### config.mk
export PLATFORM = sky130hd
export DESIGN_NAME = irq_ctrl
export DESIGN_NICKNAME = d
export VERILOG_FILES = /design/src/rtl/irq_pkg.sv /design/src/rtl/irq_src_bank.sv /design/src/rtl/irq_prio_pick.sv /design/src/rtl/irq_entry_seq.sv /design/src/rtl/irq_ctrl.sv
export SDC_FILE = /design/constraint.sdc
export NUM_CORES = 1
export LEC_CHECK = 0
export BUFFER_PORTS_ARGS = -buffer_cell sky130_fd_sc_hd__buf_2
export CAP_MARGIN = 20
export CORE_MARGIN = 5
export CORE_UTILIZATION = 48
export CTS_CLUSTER_DIAMETER = 60
export DETAILED_ROUTE_END_ITERATION = 6
export GPL_TIMING_DRIVEN = 0
export PLACE_DENSITY_LB_ADDON = 0.1
export SYNTH_ARGS = -nofsm -noshare
export SYNTH_HDL_FRONTEND = slang
export SYNTH_HIERARCHICAL = 1
export SYNTH_SLANG_ARGS = --single-unit
### constraint.sdc
create_clock -name clk -period 2.9 [get_ports clk]
set_input_delay 0.435 -clock clk [delete_from_list [all_inputs] [get_ports clk]]
set_output_delay 0.435 -clock clk [all_outputs]
set_load 0.02 [all_outputs]
### src/rtl/irq_pkg.sv
package irq_pkg;

    // Global enable state plus the one-instruction hold-off marker.
    typedef struct packed {
        logic gie;
        logic defer;
    } gate_t;

    function automatic int unsigned idx_bits(int unsigned n);
        return (n > 1) ? $clog2(n) : 1;
    endfunction

endpackage

### src/rtl/irq_src_bank.sv
module irq_src_bank #(
    parameter int                 NUM_SRC    = 8,
    parameter logic [NUM_SRC-1:0] LEVEL_MASK = '0
) (
    input  logic               clk,
    input  logic               rst_n,
    input  logic [NUM_SRC-1:0] src_i,
    input  logic [NUM_SRC-1:0] en_i,
    input  logic               sw_clr_wr_i,
    input  logic [NUM_SRC-1:0] sw_clr_data_i,
    input  logic [NUM_SRC-1:0] hw_clr_i,
    output logic [NUM_SRC-1:0] req_o
);

    typedef struct packed {
        logic [NUM_SRC-1:0] flag;
    } bank_t;

    bank_t              st_d, st_q;
    logic [NUM_SRC-1:0] clr_mask;
    logic [NUM_SRC-1:0] raw;

    always_comb begin
        clr_mask = hw_clr_i | (sw_clr_wr_i ? sw_clr_data_i : '0);
        st_d     = st_q;
        // A new event beats a clear arriving in the same cycle.
        st_d.flag = ((st_q.flag & ~clr_mask) | src_i) & ~LEVEL_MASK;
        raw       = (st_q.flag & ~LEVEL_MASK) | (src_i & LEVEL_MASK);
        req_o     = raw & en_i;
    end

    always_ff @(posedge clk) begin
        if (!rst_n) begin
            st_q <= '0;
        end else begin
            st_q <= st_d;
        end
    end

endmodule

### src/rtl/irq_prio_pick.sv
module irq_prio_pick #(
    parameter int NUM_SRC = 8,
    parameter int IDX_W   = 3
) (
    input  logic [NUM_SRC-1:0] req_i,
    output logic               valid_o,
    output logic [IDX_W-1:0]   idx_o
);

    // Scan from the top down so the lowest set index is the last written.
    always_comb begin
        valid_o = 1'b0;
        idx_o   = '0;
        for (int i = NUM_SRC - 1; i >= 0; i--) begin
            if (req_i[i]) begin
                valid_o = 1'b1;
                idx_o   = IDX_W'(i);
            end
        end
    end

endmodule

### src/rtl/irq_entry_seq.sv
module irq_entry_seq #(
    parameter int IDX_W       = 3,
    parameter int ADDR_W      = 16,
    parameter int ENTRY_CLKS  = 5,
    parameter int SLEEP_EXTRA = 5,
    parameter int VEC_STRIDE  = 2,
    parameter int ALT_BASE    = 'h7000
) (
    input  logic              clk,
    input  logic              rst_n,
    input  logic              start_i,
    input  logic [IDX_W-1:0]  idx_i,
    input  logic              sleep_i,
    input  logic              reloc_i,
    output logic              busy_o,
    output logic              fetch_o,
    output logic [ADDR_W-1:0] addr_o
);

    localparam int MAX_LAT = ENTRY_CLKS + SLEEP_EXTRA;
    localparam int CNT_W   = $clog2(MAX_LAT + 1);

    typedef struct packed {
        logic [CNT_W-1:0]  cnt;
        logic              busy;
        logic              fetch;
        logic [ADDR_W-1:0] addr;
    } entry_t;

    entry_t            st_d, st_q;
    logic [ADDR_W-1:0] slot;
    logic [ADDR_W-1:0] base;

    always_comb begin
        slot = ADDR_W'(idx_i) + ADDR_W'(1);
        base = reloc_i ? ADDR_W'(ALT_BASE) : '0;

        st_d       = st_q;
        st_d.fetch = 1'b0;
        if (st_q.busy) begin
            if (st_q.cnt == CNT_W'(1)) begin
                st_d.busy  = 1'b0;
                st_d.fetch = 1'b1;
                st_d.cnt   = '0;
            end else begin
                st_d.cnt = st_q.cnt - CNT_W'(1);
            end
        end else if (start_i) begin
            st_d.busy = 1'b1;
            st_d.cnt  = sleep_i ? CNT_W'(MAX_LAT) : CNT_W'(ENTRY_CLKS);
            st_d.addr = base + ADDR_W'(slot * ADDR_W'(VEC_STRIDE));
        end
    end

    always_ff @(posedge clk) begin
        if (!rst_n) begin
            st_q <= '0;
        end else begin
            st_q <= st_d;
        end
    end

    assign busy_o  = st_q.busy;
    assign fetch_o = st_q.fetch;
    assign addr_o  = st_q.addr;

endmodule

### src/rtl/irq_ctrl.sv
module irq_ctrl
    import irq_pkg::*;
#(
    parameter int                 NUM_SRC     = 8,
    parameter logic [NUM_SRC-1:0] LEVEL_MASK  = 8'hC0,
    parameter int                 ADDR_W      = 16,
    parameter int                 ENTRY_CLKS  = 5,
    parameter int                 SLEEP_EXTRA = 5,
    parameter int                 VEC_STRIDE  = 2,
    parameter int                 ALT_BASE    = 'h7000,
    localparam int                IDX_W       = idx_bits(NUM_SRC)
) (
    input  logic               clk,
    input  logic               rst_n,
    input  logic [NUM_SRC-1:0] src_i,
    input  logic [NUM_SRC-1:0] src_en_i,
    input  logic               sw_clr_wr_i,
    input  logic [NUM_SRC-1:0] sw_clr_data_i,
    input  logic               insn_done_i,
    input  logic               insn_reti_i,
    input  logic               insn_sei_i,
    input  logic               insn_cli_i,
    input  logic               sleep_i,
    input  logic               reloc_i,
    output logic               gie_o,
    output logic               take_o,
    output logic [IDX_W-1:0]   take_idx_o,
    output logic               vec_fetch_o,
    output logic [ADDR_W-1:0]  vec_addr_o
);

    typedef struct packed {
        gate_t            gate;
        logic             take;
        logic [IDX_W-1:0] idx;
    } ctrl_t;

    ctrl_t              st_d, st_q;
    logic [NUM_SRC-1:0] req;
    logic [NUM_SRC-1:0] hw_clr;
    logic               pick_valid;
    logic [IDX_W-1:0]   pick_idx;
    logic               entry_busy;
    logic               ctl_insn;
    logic               at_bound;
    logic               grant;

    irq_src_bank #(
        .NUM_SRC    (NUM_SRC),
        .LEVEL_MASK (LEVEL_MASK)
    ) u_bank (
        .clk           (clk),
        .rst_n         (rst_n),
        .src_i         (src_i),
        .en_i          (src_en_i),
        .sw_clr_wr_i   (sw_clr_wr_i),
        .sw_clr_data_i (sw_clr_data_i),
        .hw_clr_i      (hw_clr),
        .req_o         (req)
    );

    irq_prio_pick #(
        .NUM_SRC (NUM_SRC),
        .IDX_W   (IDX_W)
    ) u_pick (
        .req_i   (req),
        .valid_o (pick_valid),
        .idx_o   (pick_idx)
    );

    irq_entry_seq #(
        .IDX_W       (IDX_W),
        .ADDR_W      (ADDR_W),
        .ENTRY_CLKS  (ENTRY_CLKS),
        .SLEEP_EXTRA (SLEEP_EXTRA),
        .VEC_STRIDE  (VEC_STRIDE),
        .ALT_BASE    (ALT_BASE)
    ) u_entry (
        .clk     (clk),
        .rst_n   (rst_n),
        .start_i (grant),
        .idx_i   (pick_idx),
        .sleep_i (sleep_i),
        .reloc_i (reloc_i),
        .busy_o  (entry_busy),
        .fetch_o (vec_fetch_o),
        .addr_o  (vec_addr_o)
    );

    always_comb begin
        // Enable-changing instructions never take at their own boundary.
        ctl_insn = insn_done_i & (insn_reti_i | insn_sei_i | insn_cli_i);
        at_bound = insn_done_i | sleep_i;
        grant    = pick_valid & at_bound & st_q.gate.gie & ~st_q.gate.defer
                 & ~entry_busy & ~ctl_insn;
        hw_clr   = grant ? (NUM_SRC'(1) << pick_idx) : '0;

        st_d      = st_q;
        st_d.take = grant;
        if (grant) begin
            st_d.idx = pick_idx;
        end

        if (grant) begin
            st_d.gate.gie = 1'b0;
        end else if (insn_done_i) begin
            if (insn_reti_i || insn_sei_i) begin
                st_d.gate.gie = 1'b1;
            end else if (insn_cli_i) begin
                st_d.gate.gie = 1'b0;
            end
        end

        // Deferral lasts until the next instruction completes.
        if (insn_done_i) begin
            st_d.gate.defer = insn_reti_i | insn_sei_i;
        end
    end

    always_ff @(posedge clk) begin
        if (!rst_n) begin
            st_q <= '0;
        end else begin
            st_q <= st_d;
        end
    end

    assign gie_o      = st_q.gate.gie;
    assign take_o     = st_q.take;
    assign take_idx_o = st_q.idx;

endmodule

After elaboration in Yosys (flattened, before gate mapping)
Cells that the tools add are included.
Operators by class
  bitwise gates (word level): 19
  multiply operators: 0
  div/mod/pow operators: 0
  shift-type cells: 1
  multiplexer cells: 26
  add/subtract/negate cells: 3
  equality and inequality tests: 1
  reductions and logical operators: 7
  order comparisons: 0
Operators with widths (count)
  $mux 3: 8
  $add 16x16->16: 1
  $mux 15: 1
  $mux 6: 2
  $or 6x6->6: 2
  $mux 1: 10
  $mux 5: 2
  $and 8x8->8: 1
  $mux 4: 2
  $or 6x8->8: 1
  $and 1x1->1: 6
  $and 6x6->6: 1
  $not 6->6: 1
  $reduce_and 2->1: 3
  $shl 1x3->6 const A: 1
  $add 3x1->4 const B: 1
  $eq 4x1->1 const B: 1
  $not 1->1: 4
  $reduce_bool 2->1: 2
  $sub 4x1->4 const B: 1
  $or 1x1->1: 3
  $mux 2: 1
  $reduce_or 2->1: 1
  $logic_or 1x1->1: 1
Word-level totals
  input port bits: 33
  output and inout bits: 22
  bits in registers: 34
  memory bits (writable): 0
  memories kept: 0
  bits in latches: 0
  logic and storage cells: 66
  bits in read-only memories: 0

Longest topological paths before layout
  depth after elaboration: 20
  depth in mapped cells: 11
  mapped depth without buffers: 8

Hierarchy
Netlist, hierarchy kept.
By module, submodules not included
  irq_entry_seq: cells an instance 74, times used 1, area each 655.6 um^2, sequential area each 220.2 um^2
  irq_ctrl: cells an instance 40, times used 1, area each 367.9 um^2, sequential area each 120.1 um^2
  irq_src_bank: cells an instance 32, times used 1, area each 282.8 um^2, sequential area each 120.1 um^2
  irq_prio_pick: cells an instance 13, times used 1, area each 80.1 um^2, sequential area each 0.0 um^2

Worst setup path after synthesis
OpenSTA, ideal clock, no wires.
  kind: input -> register
  from: input port src_en_i[2]
  to: register u_bank/st_q[1] (netlist name)
  setup slack: 688 ps
  path buffers: 0
  arrival time: 2097 ps
  stages on the path: 5
  required time: 2785 ps
  setup time: 115 ps
  cell sequence: and2_1 o41ai_1 nor4bb_1 a211oi_1 o21a_1
Between the ends
  elaborated cells between the ends (all ways): 18
  classes of those cells: 1 x shift; 7 x mux; 10 x bitwise
RTL lines
  start, declared: RTL line irq_ctrl.sv:16  | input logic [NUM_SRC-1:0] src_en_i,
  $and 8x8->8: RTL line irq_src_bank.sv:29  | req_o = raw & en_i;
  $mux 3 (3 in a row): RTL line irq_prio_pick.sv:15  | if (req_i[i]) begin
  net pick_idx[0]: RTL line irq_ctrl.sv:42  | logic [IDX_W-1:0] pick_idx;
  $shl 1x3->6: RTL line irq_ctrl.sv:96  | hw_clr = grant ? (NUM_SRC'(1) << pick_idx) : '0;
  $mux 6: RTL line irq_ctrl.sv:96
  net hw_clr[1]: RTL line irq_ctrl.sv:40  | logic [NUM_SRC-1:0] hw_clr;
  $or 6x6->6: RTL line irq_src_bank.sv:24  | clr_mask = hw_clr_i | (sw_clr_wr_i ? sw_clr_data_i : '0);
  $not 6->6: RTL line irq_src_bank.sv:27  | st_d.flag = ((st_q.flag & ~clr_mask) | src_i) & ~LEVEL_MASK;
  $and 6x6->6: RTL line irq_src_bank.sv:27
  $or 6x6->6: RTL line irq_src_bank.sv:27
  end signal, assigned: RTL line irq_src_bank.sv:36  | st_q <= st_d;
  end, declared: RTL line irq_src_bank.sv:19  | bank_t st_d, st_q;
The timed path passes the listed nets, and every way through them passes these cells.
A chain may end at the register's enable or synchronous reset.

Worst setup path in the final report
  from: register u_bank/st_q[2] (netlist name)
  to: register u_bank/st_q[2] (netlist name)
Between the ends
  elaborated cells between the ends (all ways): 19
  classes of those cells: 1 x shift; 7 x mux; 11 x bitwise
RTL lines
  $or 6x8->8: RTL line irq_src_bank.sv:28  | raw = (st_q.flag & ~LEVEL_MASK) | (src_i & LEVEL_MASK);
  $and 8x8->8: RTL line irq_src_bank.sv:29
  net req[2]: RTL line irq_ctrl.sv:39  | logic [NUM_SRC-1:0] req;
  $mux 3 (3 in a row): RTL line irq_prio_pick.sv:15
  net pick_idx[0]: RTL line irq_ctrl.sv:42
  $shl 1x3->6: RTL line irq_ctrl.sv:96
  $mux 6: RTL line irq_ctrl.sv:96
  net hw_clr[2]: RTL line irq_ctrl.sv:40
  $or 6x6->6: RTL line irq_src_bank.sv:24
  $not 6->6: RTL line irq_src_bank.sv:27
  $and 6x6->6: RTL line irq_src_bank.sv:27
  $or 6x6->6: RTL line irq_src_bank.sv:27
The timed path passes the listed nets, and every way through them passes these cells.

==> run_results.csv <==
group,metric,value,unit
placed_design,placed_area,1660,um^2
layout,finalNetCount,250,
sta,hold_viol_final,0,
sta,max_freq,0.452,GHz
clock_tree,clock_sinks,23,
worst_setup_path,path_buf_inv,1,
detailed_routing,ant_nets,0,
flow_run,drv_cap,0,
worst_setup_path,crit_slowest_cell,"o41ai_1",
sta,timing.slew.headroom,39.8,%
placed_design,dp_hpwl,2.40,mm
clock_tree,h-tree-depth,1,
layout,syn2layout_area_growth,23.5,%
worst_setup_path,rr_worst_depth,6,
worst_hold_path,hp-class,"in -> reg",
clock_tree,cts_buffers,3,
global_route,overflow,0,
detailed_routing,drtIter0Drc,40,
worst_setup_path,crit_chain,"and2_1, o41ai_1, clkdlybuf4s15_2, and4bb_1, a211oi_1, o21a_1",
die,io_pins,55,
detailed_routing,drt-vias-per-instance,5.05,
die,die_x,63.4,um
die,rows,19,
power_and_ir_drop,p_comb_share,25.8,%
sta,finalCritPeriodShare,76.2,%
yosys,syn_inst,157,
sta,slew_viol_final,0,
detailed_routing,wl_per_cell,12.6,um
sta,rsz0062_at_grt,"false",
clock_tree,cts_tree,"built",
power_and_ir_drop,switching_share,29.9,%
placed_design,gp_congestion,0.772,
power_and_ir_drop,vdd_ir_drop_max,0.000294,V
global_route,grt_max_degree,13,
power_and_ir_drop,p_sw,201,uW
placed_design,port_buffers,43,
worst_hold_path,min_from,"src_i[4]",
worst_hold_path,holdPathStages,2,
sta,skew,0.00241,ns
detailed_routing,dr.pass1.iters,4,
worst_setup_path,rrSetupSlack,0.69,ns
global_route,grt_pass1_wl,5.11,mm
clock_tree,ctsResizeCount,0,
worst_setup_path,worst_setup_path_start_kind,"register",
yosys,mappedNetlistArea,1370,um^2
power_and_ir_drop,p_seq_share,51.5,%
global_route,antenna_found_initial,0,
clock_tree,clock-root-buffer,"clkbuf_4",
power_and_ir_drop,p_clk_share,22.7,%
clock_tree,postCtsSetupRepairBufs,0,
power_and_ir_drop,p_int,470,uW
yosys,yosysWarnings,6,
placed_design,post-place-ws,0.521,ns
die,start_util,50.0,%
sta,setup_viol_count_final,0,
detailed_routing,num_vias,1232,
layout,final_core_util,61.8,%
layout,layout_common_cells,"46 x buf_2, 23 x dfxtp_1, 19 x buf_4",
layout,fillers,246,
worst_setup_path,worst_path_dominant_cell_family,"compound AO/OA/AOI/OAI gates",
yosys,synth.avg_cell_area,8.71,um^2
global_route,grt_usage,15.5,%
worst_setup_path,cp_slowest_stage_delay,0.74,ns
run_status,status,"finished, final reports clean",
clock_tree,clk_pin_slew,0.13,ns
worst_setup_path,cp-end-kind,"register",
layout,drive_gt1_share,34.3,%
die,die_area,4020,um^2
sta,worstMarginPinSlew,0.898,ns
sta,postLayoutSetupSlackWorst,0.690,ns
worst_setup_path,r2r-end,"u_bank/st_q[2]$_SDFF_PN0_",
power_and_ir_drop,p_leak,0.846,nW
detailed_routing,drc_errors,0,
clock_tree,clock_latency,0.32,ns
clock_tree,max-clock-path-buffers,2,
sta,finalSetupTns,0,ns
worst_setup_path,crit_arrival,2.48,ns
die,die_h,63.4,um
clock_tree,holdBufCountCts,0,
layout,final_cell_area,1690,um^2
worst_setup_path,r2r_start,"u_bank/st_q[2]$_SDFF_PN0_",
power_and_ir_drop,powerDensity,397,nW/um^2
detailed_routing,totalWireLength,3.07,mm
sta,period_needed,2.21,ns
global_route,grt_pass1_vias,1195,
worst_setup_path,cp_max_fo,5,
worst_setup_path,critPathKind,"reg -> reg",
worst_setup_path,required,3.17,ns
die,core,2730,um^2
worst_hold_path,hold_end,"u_bank/st_q[4]$_SDFF_PN0_",
layout,final_common_cell,"buf_2",
layout,antenna_cells,0,
==> power groups by stage <==
stage,registers [mW],logic [mW],clock network [mW]
floorplan,0.351,0.120,0
global placement,0.352,0.164,0
detailed placement,0.353,0.173,0
CTS,0.346,0.174,0.160
global route,0.348,0.193,0.172
finish,0.345,0.173,0.152
==> state kept, by name (all words and copies together) (netlist names) <==
register and cells:
take_idx_o 3, u_entry/addr_o 5, u_bank/st_q 6, u_entry/fetch_o 1
take_o 1, u_entry/st_q 4, st_q 1, u_entry/busy_o 1
gie_o 1
==> metrics by stage <==
stage                     cells  power, mW  hold WS, ns
after floorplan             165      0.471        0.435
after global placement      239      0.515        0.445
after detailed placement    240      0.525        0.456
after CTS                   244      0.680        0.305
final                       244      0.671        0.314
after global routing        244      0.713        0.306
==> metal layers <==
metal	GRT usage (%)	wire [um]
met1	17.5	1250
met2	26.8	1470
met3	4.80	292
met4	6.23	53
met5	0	0
==> area by class of cell <==
| type | instances | area [um^2] | area share (%) |
|---|---|---|---|
| inverter | 10 | 37.5 | 2.22 |
| timing repair buffer | 44 | 226 | 13.4 |
| sequential | 23 | 460 | 27.3 |
| buffer | 25 | 176 | 10.4 |
| multi-input combinational | 107 | 723 | 42.8 |
| tap | 31 | 38.8 | 2.30 |
| clock buffer | 4 | 26.3 | 1.56 |
==> worst reg2reg max path: cells and delay by family (launching register included) <==
family	cells	cell delay (ns)
AOI/OAI and AO/OA	3	1.08
and+or+nand+nor	2	0.41
buffers and inverters	1	0.35
DFF	1	0.33
==> how the worst max path moves through the flow <==
stage,start,end,depth (start not counted)
6_report,u_bank/st_q[2]$_SDFF_PN0_,u_bank/st_q[2]$_SDFF_PN0_,6
2_1_floorplan,src_en_i[2],u_bank/st_q[1]$_SDFF_PN0_,5
4_1_cts,u_bank/st_q[0]$_SDFF_PN0_,u_entry/addr_o[4]$_SDFFE_PN0P_,11
3_3_place_gp,src_en_i[2],u_bank/st_q[1]$_SDFF_PN0_,6
5_1_grt,u_bank/st_q[5]$_SDFF_PN0_,u_bank/st_q[0]$_SDFF_PN0_,8
3_5_place_dp,src_en_i[2],u_bank/st_q[2]$_SDFF_PN0_,7
Power figures use the tool's default switching activity.
